--- src/rtl/ptr_agu_pkg.sv ---
package ptr_agu_pkg;

    typedef enum logic [1:0] {
        SEL_X    = 2'd0,
        SEL_Y    = 2'd1,
        SEL_Z    = 2'd2,
        SEL_NONE = 2'd3
    } ptr_sel_e;

    typedef enum logic [1:0] {
        AM_PLAIN   = 2'd0,
        AM_POSTINC = 2'd1,
        AM_PREDEC  = 2'd2,
        AM_DISP    = 2'd3
    } amode_e;

    localparam int CYC_PROG  = 3;
    localparam int CYC_LONG  = 2;
    localparam int CYC_SHORT = 1;
    localparam int CNT_W     = $clog2(CYC_PROG + 1);

    typedef struct packed {
        logic             legal;
        logic [CNT_W-1:0] cycles;
        logic             ptr_wb;
        logic             dst_en;
    } agu_ctl_t;

    function automatic logic op_is_legal(ptr_sel_e sel, amode_e mode,
                                         logic store, logic prog);
        logic ok;
        ok = (sel != SEL_NONE);
        if (mode == AM_DISP && sel == SEL_X) ok = 1'b0;
        if (prog && (store || sel != SEL_Z ||
                     mode == AM_PREDEC || mode == AM_DISP)) ok = 1'b0;
        return ok;
    endfunction

    function automatic logic [CNT_W-1:0] op_cycles(amode_e mode, logic prog);
        if (prog) return CNT_W'(CYC_PROG);
        if (mode == AM_PREDEC || mode == AM_DISP) return CNT_W'(CYC_LONG);
        return CNT_W'(CYC_SHORT);
    endfunction

endpackage

--- src/rtl/ptr_agu_decode.sv ---
module ptr_agu_decode
    import ptr_agu_pkg::*;
#(
    parameter int RIDX_W = 5
) (
    input  ptr_sel_e           sel,
    input  amode_e             mode,
    input  logic               store,
    input  logic               prog,
    input  logic               implicit_dst,
    input  logic [RIDX_W-1:0]  rd,
    output agu_ctl_t           ctl,
    output logic [RIDX_W-1:0]  dst_idx
);
    logic legal;

    always_comb begin
        legal       = op_is_legal(sel, mode, store, prog);
        ctl.legal   = legal;
        ctl.cycles  = legal ? op_cycles(mode, prog) : CNT_W'(CYC_SHORT);
        ctl.ptr_wb  = legal && (mode == AM_POSTINC || mode == AM_PREDEC);
        ctl.dst_en  = legal && !store;
        dst_idx     = (prog && implicit_dst) ? '0 : rd;
    end
endmodule

--- src/rtl/ptr_agu_addr.sv ---
module ptr_agu_addr
    import ptr_agu_pkg::*;
#(
    parameter int PTR_W  = 16,
    parameter int EXT_W  = 8,
    parameter int DISP_W = 6,
    localparam int ADDR_W = PTR_W + EXT_W
) (
    input  ptr_sel_e            sel,
    input  amode_e              mode,
    input  logic                prog,
    input  logic                ext,
    input  logic [DISP_W-1:0]   disp,
    input  logic [PTR_W-1:0]    ptr_x,
    input  logic [PTR_W-1:0]    ptr_y,
    input  logic [PTR_W-1:0]    ptr_z,
    input  logic [EXT_W-1:0]    ext_hi,
    output logic [ADDR_W-1:0]   addr,
    output logic [PTR_W-1:0]    new_ptr
);
    logic [PTR_W-1:0] base;
    logic [PTR_W-1:0] low;

    always_comb begin
        unique case (sel)
            SEL_X:   base = ptr_x;
            SEL_Y:   base = ptr_y;
            default: base = ptr_z;
        endcase
    end

    always_comb begin
        new_ptr = base;
        low     = base;
        unique case (mode)
            AM_POSTINC: new_ptr = base + PTR_W'(1);
            AM_PREDEC: begin
                new_ptr = base - PTR_W'(1);
                low     = new_ptr;
            end
            AM_DISP:    low = base + PTR_W'(disp);
            default:    ;
        endcase
    end

    generate
        if (EXT_W > 0) begin : g_ext
            assign addr = (prog && ext) ? {ext_hi, low} : {{EXT_W{1'b0}}, low};
        end else begin : g_noext
            assign addr = low;
        end
    endgenerate
endmodule

--- src/rtl/ptr_agu_seq.sv ---
module ptr_agu_seq
    import ptr_agu_pkg::*;
(
    input  logic             clk,
    input  logic             rst,
    input  logic             start,
    input  logic [CNT_W-1:0] cycles,
    output logic             busy
);
    logic [CNT_W-1:0] remain;

    always_ff @(posedge clk) begin
        if (rst)
            remain <= '0;
        else if (start)
            remain <= cycles - CNT_W'(1);
        else if (remain != '0)
            remain <= remain - CNT_W'(1);
    end

    assign busy = (remain != '0);


    start_idle_chk: assert property (@(posedge clk) disable iff (rst)
        start |-> !busy);


    remain_range_chk: assert property (@(posedge clk) disable iff (rst)
        remain < CNT_W'(CYC_PROG));


    busy_drain_chk: assert property (@(posedge clk) disable iff (rst)
        (busy && !start) |=> (remain < $past(remain)));
endmodule

--- src/rtl/ptr_agu.sv ---
module ptr_agu
    import ptr_agu_pkg::*;
#(
    parameter int PTR_W  = 16,
    parameter int EXT_W  = 8,
    parameter int DISP_W = 6,
    parameter int RIDX_W = 5,
    localparam int ADDR_W = PTR_W + EXT_W
) (
    input  logic              clk,
    input  logic              rst,
    input  logic              op_valid,
    input  logic [1:0]        op_sel,
    input  logic [1:0]        op_mode,
    input  logic              op_store,
    input  logic              op_prog,
    input  logic              op_ext,
    input  logic              op_implicit,
    input  logic [RIDX_W-1:0] op_rd,
    input  logic [DISP_W-1:0] op_disp,
    input  logic [PTR_W-1:0]  ptr_x,
    input  logic [PTR_W-1:0]  ptr_y,
    input  logic [PTR_W-1:0]  ptr_z,
    input  logic [EXT_W-1:0]  ext_hi,
    output logic              busy,
    output logic              acc_valid,
    output logic [ADDR_W-1:0] acc_addr,
    output logic              acc_store,
    output logic              acc_prog,
    output logic              wb_en,
    output logic [1:0]        wb_sel,
    output logic [PTR_W-1:0]  wb_value,
    output logic              dst_en,
    output logic [RIDX_W-1:0] dst_idx,
    output logic              err
);
    ptr_sel_e          sel;
    amode_e            mode;
    agu_ctl_t          ctl;
    logic [RIDX_W-1:0] dec_idx;
    logic [ADDR_W-1:0] calc_addr;
    logic [PTR_W-1:0]  calc_ptr;
    logic              accept;

    assign sel    = ptr_sel_e'(op_sel);
    assign mode   = amode_e'(op_mode);
    assign accept = op_valid && !busy;

    ptr_agu_decode #(.RIDX_W(RIDX_W)) u_dec (
        .sel(sel), .mode(mode), .store(op_store), .prog(op_prog),
        .implicit_dst(op_implicit), .rd(op_rd), .ctl(ctl), .dst_idx(dec_idx)
    );

    ptr_agu_addr #(.PTR_W(PTR_W), .EXT_W(EXT_W), .DISP_W(DISP_W)) u_addr (
        .sel(sel), .mode(mode), .prog(op_prog), .ext(op_ext), .disp(op_disp),
        .ptr_x(ptr_x), .ptr_y(ptr_y), .ptr_z(ptr_z), .ext_hi(ext_hi),
        .addr(calc_addr), .new_ptr(calc_ptr)
    );

    ptr_agu_seq u_seq (
        .clk(clk), .rst(rst), .start(accept), .cycles(ctl.cycles), .busy(busy)
    );

    always_ff @(posedge clk) begin
        if (rst) begin
            acc_valid <= 1'b0;
            acc_addr  <= '0;
            acc_store <= 1'b0;
            acc_prog  <= 1'b0;
            wb_en     <= 1'b0;
            wb_sel    <= '0;
            wb_value  <= '0;
            dst_en    <= 1'b0;
            dst_idx   <= '0;
            err       <= 1'b0;
        end else begin
            acc_valid <= accept && ctl.legal;
            err       <= accept && !ctl.legal;
            wb_en     <= accept && ctl.ptr_wb;
            dst_en    <= accept && ctl.dst_en;
            if (accept) begin
                acc_addr  <= calc_addr;
                acc_store <= op_store;
                acc_prog  <= op_prog;
                wb_sel    <= op_sel;
                wb_value  <= calc_ptr;
                dst_idx   <= dec_idx;
            end
        end
    end


    err_excl_chk: assert property (@(posedge clk) disable iff (rst)
        err |-> (!acc_valid && !wb_en && !dst_en));


    prog_busy_chk: assert property (@(posedge clk) disable iff (rst)
        (acc_valid && acc_prog) |-> busy);


    wb_needs_acc_chk: assert property (@(posedge clk) disable iff (rst)
        wb_en |-> acc_valid);


    store_nodst_chk: assert property (@(posedge clk) disable iff (rst)
        (acc_valid && acc_store) |-> !dst_en);


    err_nobusy_chk: assert property (@(posedge clk) disable iff (rst)
        err |-> !busy);
endmodule

--- config.mk ---
export PLATFORM = sky130hd
export DESIGN_NAME = ptr_agu
export DESIGN_NICKNAME = d
export VERILOG_FILES = /design/src/rtl/ptr_agu_pkg.sv /design/src/rtl/ptr_agu_decode.sv /design/src/rtl/ptr_agu_addr.sv /design/src/rtl/ptr_agu_seq.sv /design/src/rtl/ptr_agu.sv
export SDC_FILE = /design/constraint.sdc
export NUM_CORES = 1
export LEC_CHECK = 0
export BUFFER_PORTS_ARGS = -buffer_cell sky130_fd_sc_hd__clkbuf_2
export CORE_UTILIZATION = 40
export DETAILED_ROUTE_END_ITERATION = 8
export PLACE_DENSITY = 0.66
export SLEW_MARGIN = 20
export SYNTH_ARGS = -nofsm -noshare
export SYNTH_HDL_FRONTEND = slang
export SYNTH_SLANG_ARGS = --single-unit
--- constraint.sdc ---
create_clock -name clk -period 8 [get_ports clk]
set_input_delay 1.6 -clock clk [delete_from_list [all_inputs] [get_ports clk]]
set_output_delay 1.6 -clock clk [all_outputs]
set_load 0.005 [all_outputs]
==> results.py, run 1 <==
metrics = {
    "pwr": {
        "p_leak_nw": 2.02,
        "fin_total_pwr_mw": 0.734,
        "peakVddDrop_mv": 0.0700,
        "cellPowerDensity_nw_per_um2": 153,
    },
    "synth": {
        "yosysSeqAreaShare": 0.276,
        "syn_avg_cell_area_sq_um": 7.57,
        "synthFlopType": "dfxtp_1",
        "synth-seq-cells": 55,
        "synth-async-reset-ratio": 0,
        "syn_nets": 616,
        "synth_cell_types": 70,
        "synthCells": 527,
        "synth_edf_count": 0,
        "syn_area_sq_um": 3990,
        "yosysWarnings": 0,
    },
    "detailed_routing": {
        "drc": 0,
        "ant_nets": 0,
        "first_iter_violations": 425,
        "vias": 4493,
        "first_pass_iters": 5,
        "routed_wl_um": 12700,
        "viasPerCell": 5.90,
        "wl_per_cell_um": 16.7,
    },
    "final_layout": {
        "final_cell_mix": "131 x clkbuf_2, 70 x nand2_1, 55 x dfxtp_1",
        "nets": 718,
        "final_core_util": 0.494,
        "area_growth_pct": 20.4,
        "n_antenna_cell": 0,
        "drive_above_1_share": 0.270,
        "layout_commonest_cell": "clkbuf_2",
    },
    "clock_network": {
        "worstSkewPairLatency_ns": 0.32,
        "cts_made_buffers": 5,
        "cts-htree-levels": 2,
        "cts_setup_buffers": 0,
        "cts_hold_buf": 0,
        "clockBufferDepth": 2,
        "cts_resized": 0,
        "cts_tree": "yes",
        "clock_sink_count": 55,
        "clk_pin_slew_ns": 0.11,
        "cts-root-buf": "clkbuf_8",
    },
    "worst_setup_path": {
        "cp.arrival_ns": 4.87,
        "cp_max_fo": 21,
        "cp-start-kind": "input pin",
        "critPathCaptureType": "flop",
        "crit_required_ns": 8.24,
        "cp_slowest_cell": "a2bb2oi_1",
        "crit_path_max_incr_delay_ns": 0.60,
        "critPathKind": "in2reg",
        "critPathBufInv": 1,
        "path_cells": "clkbuf_2 -> mux2_4 -> o21a_1 -> ha_1 -> and3b_1 -> a22o_1 -> a2bb2oi_1 -> nand4_1 -> xnor2_1 -> a21boi_0 -> a311oi_1",
        "cp_top_family": "compound AO/OA/AOI/OAI gates",
    },
    "placement": {
        "portBuffers": 131,
        "place_congestion": 0.911,
        "hpwlAfterDp_um": 9480,
    },
    "global_routing": {
        "busiest_layer": "met2",
        "grt_max_degree": 54,
        "met1_usage": 0.344,
        "grt.met3_usage": 0.0342,
        "grt_overflow": 0,
        "grt_pass1_wl_um": 19900,
        "grt_pass1_vias": 3974,
        "antenna_found_initial": 0,
        "grtUsageMet2": 0.373,
        "grtUsageTotal": 0.242,
    },
    "sta": {
        "slew_headroom": 0.325,
        "skew_ns": 0.0189,
        "period_needed_ns": 4.63,
        "rsz0062_at_grt": "false",
        "hold_viol_final": 0,
        "max_freq_ghz": 0.216,
        "setup_tns_ns": 0,
        "final-max-slew-violation-count": 0,
        "setup_violations": 0,
        "worst_pin_slew_ns": 1.01,
        "post-route-period-util": 0.579,
    },
    "job": {
        "maxCapViolations": 0,
    },
    "floorplan": {
        "die_h_um": 102,
        "die_area_sq_um": 10400,
        "fp.coreArea_sq_um": 9730,
        "initial_core_util": 0.410,
        "die_x_um": 102,
        "rows": 36,
        "io_pins": 132,
    },
    "min_path": {
        "hp-class": "reg2reg",
    },
    "outcome": {
        "status": "complete, no violations",
    },
}
==> registers in the layout, indices dropped and copies added, names as in the netlist <==
signal and flops:
acc_addr 24, dst_idx 5, wb_value 16, acc_prog 1, err 1, dst_en 1
wb_en 1, wb_sel 2, acc_store 1, acc_valid 1, u_seq.remain 2
==> final cells by class <==
type	instances	area (sq um)
clock buffers	5	68.8
clock inverters	2	37.5
fillers	980	4930
inverters	9	33.8
multi-input cells	418	2660
flip-flops and latches	55	1100
well taps	133	166
repair buffers	140	736
==> cells by family after synthesis <==
family	Yosys count	share of synthesized area
adder cells (fa/ha/maj)	11	0.0345
XOR/XNOR	22	0.0483
AO/OA/AOI/OAI	162	0.275
flip-flops	55	0.276
multiplexers	20	0.0527
buffers and inverters	54	0.0586
AND/OR/NAND/NOR	203	0.255
==> through the flow <==
step	hold WS [ns]	instance area (sq um)	std cells	setup WS, ns
4_1_cts	0.458	4780	761	3.40
6_report	0.454	4800	762	3.37
3_5_place_dp	0.445	4680	754	3.07
3_3_place_gp	0.437	4680	754	3.17
5_1_grt	0.470	4800	762	3.06
2_1_floorplan	0.448	3990	527	3.91
==> final timing paths <==
path                                             endpoint  slack, ns                          from  depth (start not counted)
worst max-delay path            acc_addr[14]$_SDFFE_PP0P_       3.37                     op_sel[0]                         11
worst min-delay path              dst_idx[4]$_SDFFE_PP0P_       0.45       dst_idx[4]$_SDFFE_PP0P_                          2
worst max register to register  wb_value[15]$_SDFFE_PP0P_       5.97  u_seq.remain[1]$_SDFFE_PP0P_                          4
worst min register to register    dst_idx[4]$_SDFFE_PP0P_       0.45       dst_idx[4]$_SDFFE_PP0P_                          2
==> cells in the mapped netlist (3+ instances only) <==
cell | instances | area share
a211oi_1 | 17 | 0.032
or2_2 | 3 | 0.0047
inv_1 | 7 | 0.0066
xnor2_1 | 20 | 0.044
o21ai_1 | 6 | 0.0075
a21oi_1 | 35 | 0.044
nand2_1 | 70 | 0.066
mux2i_1 | 15 | 0.038
a31oi_1 | 11 | 0.017
o21bai_1 | 4 | 0.0075
and3_1 | 4 | 0.0063
a311oi_1 | 6 | 0.013
mux2_2 | 4 | 0.011
buf_4 | 4 | 0.0075
a32oi_1 | 4 | 0.0088
ha_1 | 11 | 0.034
a22oi_1 | 5 | 0.0094
a221oi_1 | 11 | 0.024
dfxtp_1 | 55 | 0.28
nand2b_1 | 3 | 0.0047
nor3b_1 | 3 | 0.0056
o21ai_0 | 24 | 0.030
nor4_1 | 6 | 0.0094
buf_2 | 6 | 0.0075
a41oi_1 | 4 | 0.0088
o21a_1 | 13 | 0.024
nand3_1 | 20 | 0.025
nor3_1 | 10 | 0.013
clkbuf_1 | 31 | 0.029
nor2_1 | 48 | 0.045
and2_1 | 3 | 0.0047
nand4_1 | 12 | 0.019
o211ai_1 | 3 | 0.0056
==> worst min-delay path, cell delays in order (launching register included) <==
cell	delay, ns
dfxtp_1	0.32
nand2_1	0.05
a21oi_1	0.05
==> power breakdown <==
group          internal (mW)  total [mW]  switching, mW
Sequential             0.293       0.305         0.0119
Clock                 0.0917       0.186         0.0938
Combinational         0.0960       0.243          0.147
==> per-layer routing <==
metal	vias up	wire, um
met4	0	281
li1	2142	-
met5	-	0
met2	281	5420
met1	2046	5780
met3	24	1220
Note: power is estimated with default switching activity, not from simulation.
==> run 2, diff against run 1 <==
==> constraint.sdc (replaced) <==
create_clock -name clk -period 4.8 [get_ports clk]
set_input_delay 0.96 -clock clk [delete_from_list [all_inputs] [get_ports clk]]
set_output_delay 0.96 -clock clk [all_outputs]
set_load 0.005 [all_outputs]
==> results.py, run 2 (synthesis gave the netlist of run 1 again) <==
metrics = {
    "outcome": {
        "status": "complete, no violations",
    },
    "worst_setup_path": {
        "cp_max_fo": 12,
        "crit_path_frequent_cell": "o21a_1",
        "r2r_cells": 4,
        "reg2reg_to": "acc_addr[1]$_SDFFE_PP0P_",
        "critPathKind": "in2reg",
        "cp_slowest_cell": "a32oi_1",
        "cp_top_family": "compound AO/OA/AOI/OAI gates",
        "r2r_slack_ns": 2.79,
        "crit_path_max_incr_delay_ns": 0.53,
        "crit-reg2reg-launch": "u_seq.remain[1]$_SDFFE_PP0P_",
        "cp.arrival_ns": 3.84,
        "critPathBufInv": 1,
        "crit_required_ns": 5.01,
        "crit_start": "op_sel[0]",
        "path_cells": "clkbuf_2 -> mux2_4 -> o21a_1 -> ha_1 -> o21a_1 -> o211ai_1 -> a32oi_1 -> nand3_1 -> xnor2_1 -> a221oi_1 -> a211oi_1",
        "cp-start-kind": "input pin",
        "critPathCaptureType": "flop",
    },
    "detailed_routing": {
        "routed_wl_um": 12700,
        "viasPerCell": 5.76,
        "vias": 4400,
        "first_iter_violations": 359,
        "wl_per_cell_um": 16.6,
        "first_pass_iters": 5,
        "ant_nets": 0,
        "drc": 0,
    },
    "clock_network": {
        "cts-htree-levels": 2,
        "clockBufferDepth": 2,
        "cts_hold_buf": 0,
        "cts_tree": "yes",
        "clk_pin_slew_ns": 0.11,
        "cts-root-buf": "clkbuf_8",
        "cts_resized": 0,
        "cts_setup_buffers": 0,
        "worstSkewPairLatency_ns": 0.32,
        "cts_made_buffers": 5,
        "clock_sink_count": 55,
    },
    "floorplan": {
        "die_area_sq_um": 10400,
        "rows": 36,
        "die_x_um": 102,
        "initial_core_util": 0.410,
        "die_h_um": 102,
        "io_pins": 132,
        "fp.coreArea_sq_um": 9730,
    },
    "sta": {
        "post-route-period-util": 0.757,
        "hold_viol_final": 0,
        "final-max-slew-violation-count": 0,
        "slew_headroom": 0.380,
        "setup_tns_ns": 0,
        "skew_ns": 0.0163,
        "max_freq_ghz": 0.275,
        "setup_violations": 0,
        "period_needed_ns": 3.63,
        "rsz0062_at_grt": "false",
        "worst_pin_slew_ns": 0.930,
        "hold_ws_ns": 0.459,
    },
    "placement": {
        "place_congestion": 0.887,
        "hpwlAfterDp_um": 9320,
        "portBuffers": 131,
    },
    "final_layout": {
        "final_cell_mix": "131 x clkbuf_2, 70 x nand2_1, 55 x dfxtp_1",
        "largest_reg_flops": 24,
        "regMostFlops": "acc_addr",
        "drive_above_1_share": 0.273,
        "top_regs": "acc_addr (24), wb_value (16), dst_idx (5)",
        "nets": 719,
        "area_growth_pct": 20.5,
        "n_antenna_cell": 0,
        "fillCellCount": 997,
        "layout_commonest_cell": "clkbuf_2",
    },
    "global_routing": {
        "grtUsageTotal": 0.242,
        "grt_pass1_vias": 4003,
        "antenna_found_initial": 0,
        "grt_overflow": 0,
        "grt_max_degree": 52,
        "grt_pass1_wl_um": 19800,
    },
    "min_path": {
        "holdPathEnd": "dst_idx[3]$_SDFFE_PP0P_",
        "hp-class": "reg2reg",
        "whs_path_depth": 2,
        "hp-start": "dst_idx[3]$_SDFFE_PP0P_",
    },
    "pwr": {
        "p_leak_nw": 2.03,
        "cellPowerDensity_nw_per_um2": 258,
        "peakVddDrop_mv": 0.142,
    },
    "job": {
        "maxCapViolations": 0,
    },
}
-- run 2: changes by cell type in the layout (fill, tap and decap cells not counted), sizes merged --
cell and change:
buf +1, clkbuf +1, clkinv +1, clkinvlp -1
-- run 2: worst max path at each step --
stage | slack, ns | to | cells past startpoint
finish | 1.17 | acc_addr[9]$_SDFFE_PP0P_ | 11
global placement | 0.89 | acc_addr[13]$_SDFFE_PP0P_ | 11
detailed placement | 0.84 | acc_addr[13]$_SDFFE_PP0P_ | 11
floorplan | 1.35 | acc_addr[14]$_SDFFE_PP0P_ | 12
global route | 0.90 | acc_addr[13]$_SDFFE_PP0P_ | 11
CTS | 1.18 | acc_addr[13]$_SDFFE_PP0P_ | 11
-- run 2: final cells by class --
cell class / count / area [sq um] / share of cell area
Timing Repair Buffer: 141 / 731 / 0.152
Clock buffer: 6 / 82.6 / 0.0172
Inverter: 9 / 33.8 / 0.00702
Sequential cell: 55 / 1100 / 0.229
Tap cell: 133 / 166 / 0.0346
Multi-Input combinational cell: 418 / 2660 / 0.553
Clock inverter: 2 / 35.0 / 0.00728
-- run 2: tightest hold or removal path, delay by kind of cell (launching register included) --
family          cells  cell delay (ns)
flops               1             0.32
simple gates        1             0.05
compound gates      1             0.05
-- run 2: where the power goes --
group	switching [mW]	total, mW	internal [mW]
Sequential	0.0187	0.508	0.489
Combinational	0.247	0.408	0.162
Clock	0.158	0.327	0.169
Total	0.423	1.24	0.820
-- run 2: per-layer routing --
metal / vias up / share of wire / track usage
met5: - / 0 / 0
met2: 243 / 0.44 / 0.386
li1: 2156 / - / -
met3: 17 / 0.082 / 0.0410
met1: 1984 / 0.46 / 0.333
met4: 0 / 0.016 / 0.0769
-- run 2: per-stage QoR --
| step | util | instances | total power [mW] | cell area, sq um | setup WS, ns |
|---|---|---|---|---|---|
| 2_1_floorplan | - | 527 | 0.778 | 3990 | 1.35 |
| 3_3_place_gp | 0.482 | 756 | 0.913 | 4690 | 0.887 |
| 3_5_place_dp | 0.482 | 756 | 0.918 | 4690 | 0.842 |
| 4_1_cts | 0.494 | 764 | 1.24 | 4810 | 1.18 |
| 5_1_grt | 0.494 | 764 | 1.31 | 4810 | 0.896 |
| 6_report | 0.494 | 764 | 1.24 | 4810 | 1.17 |
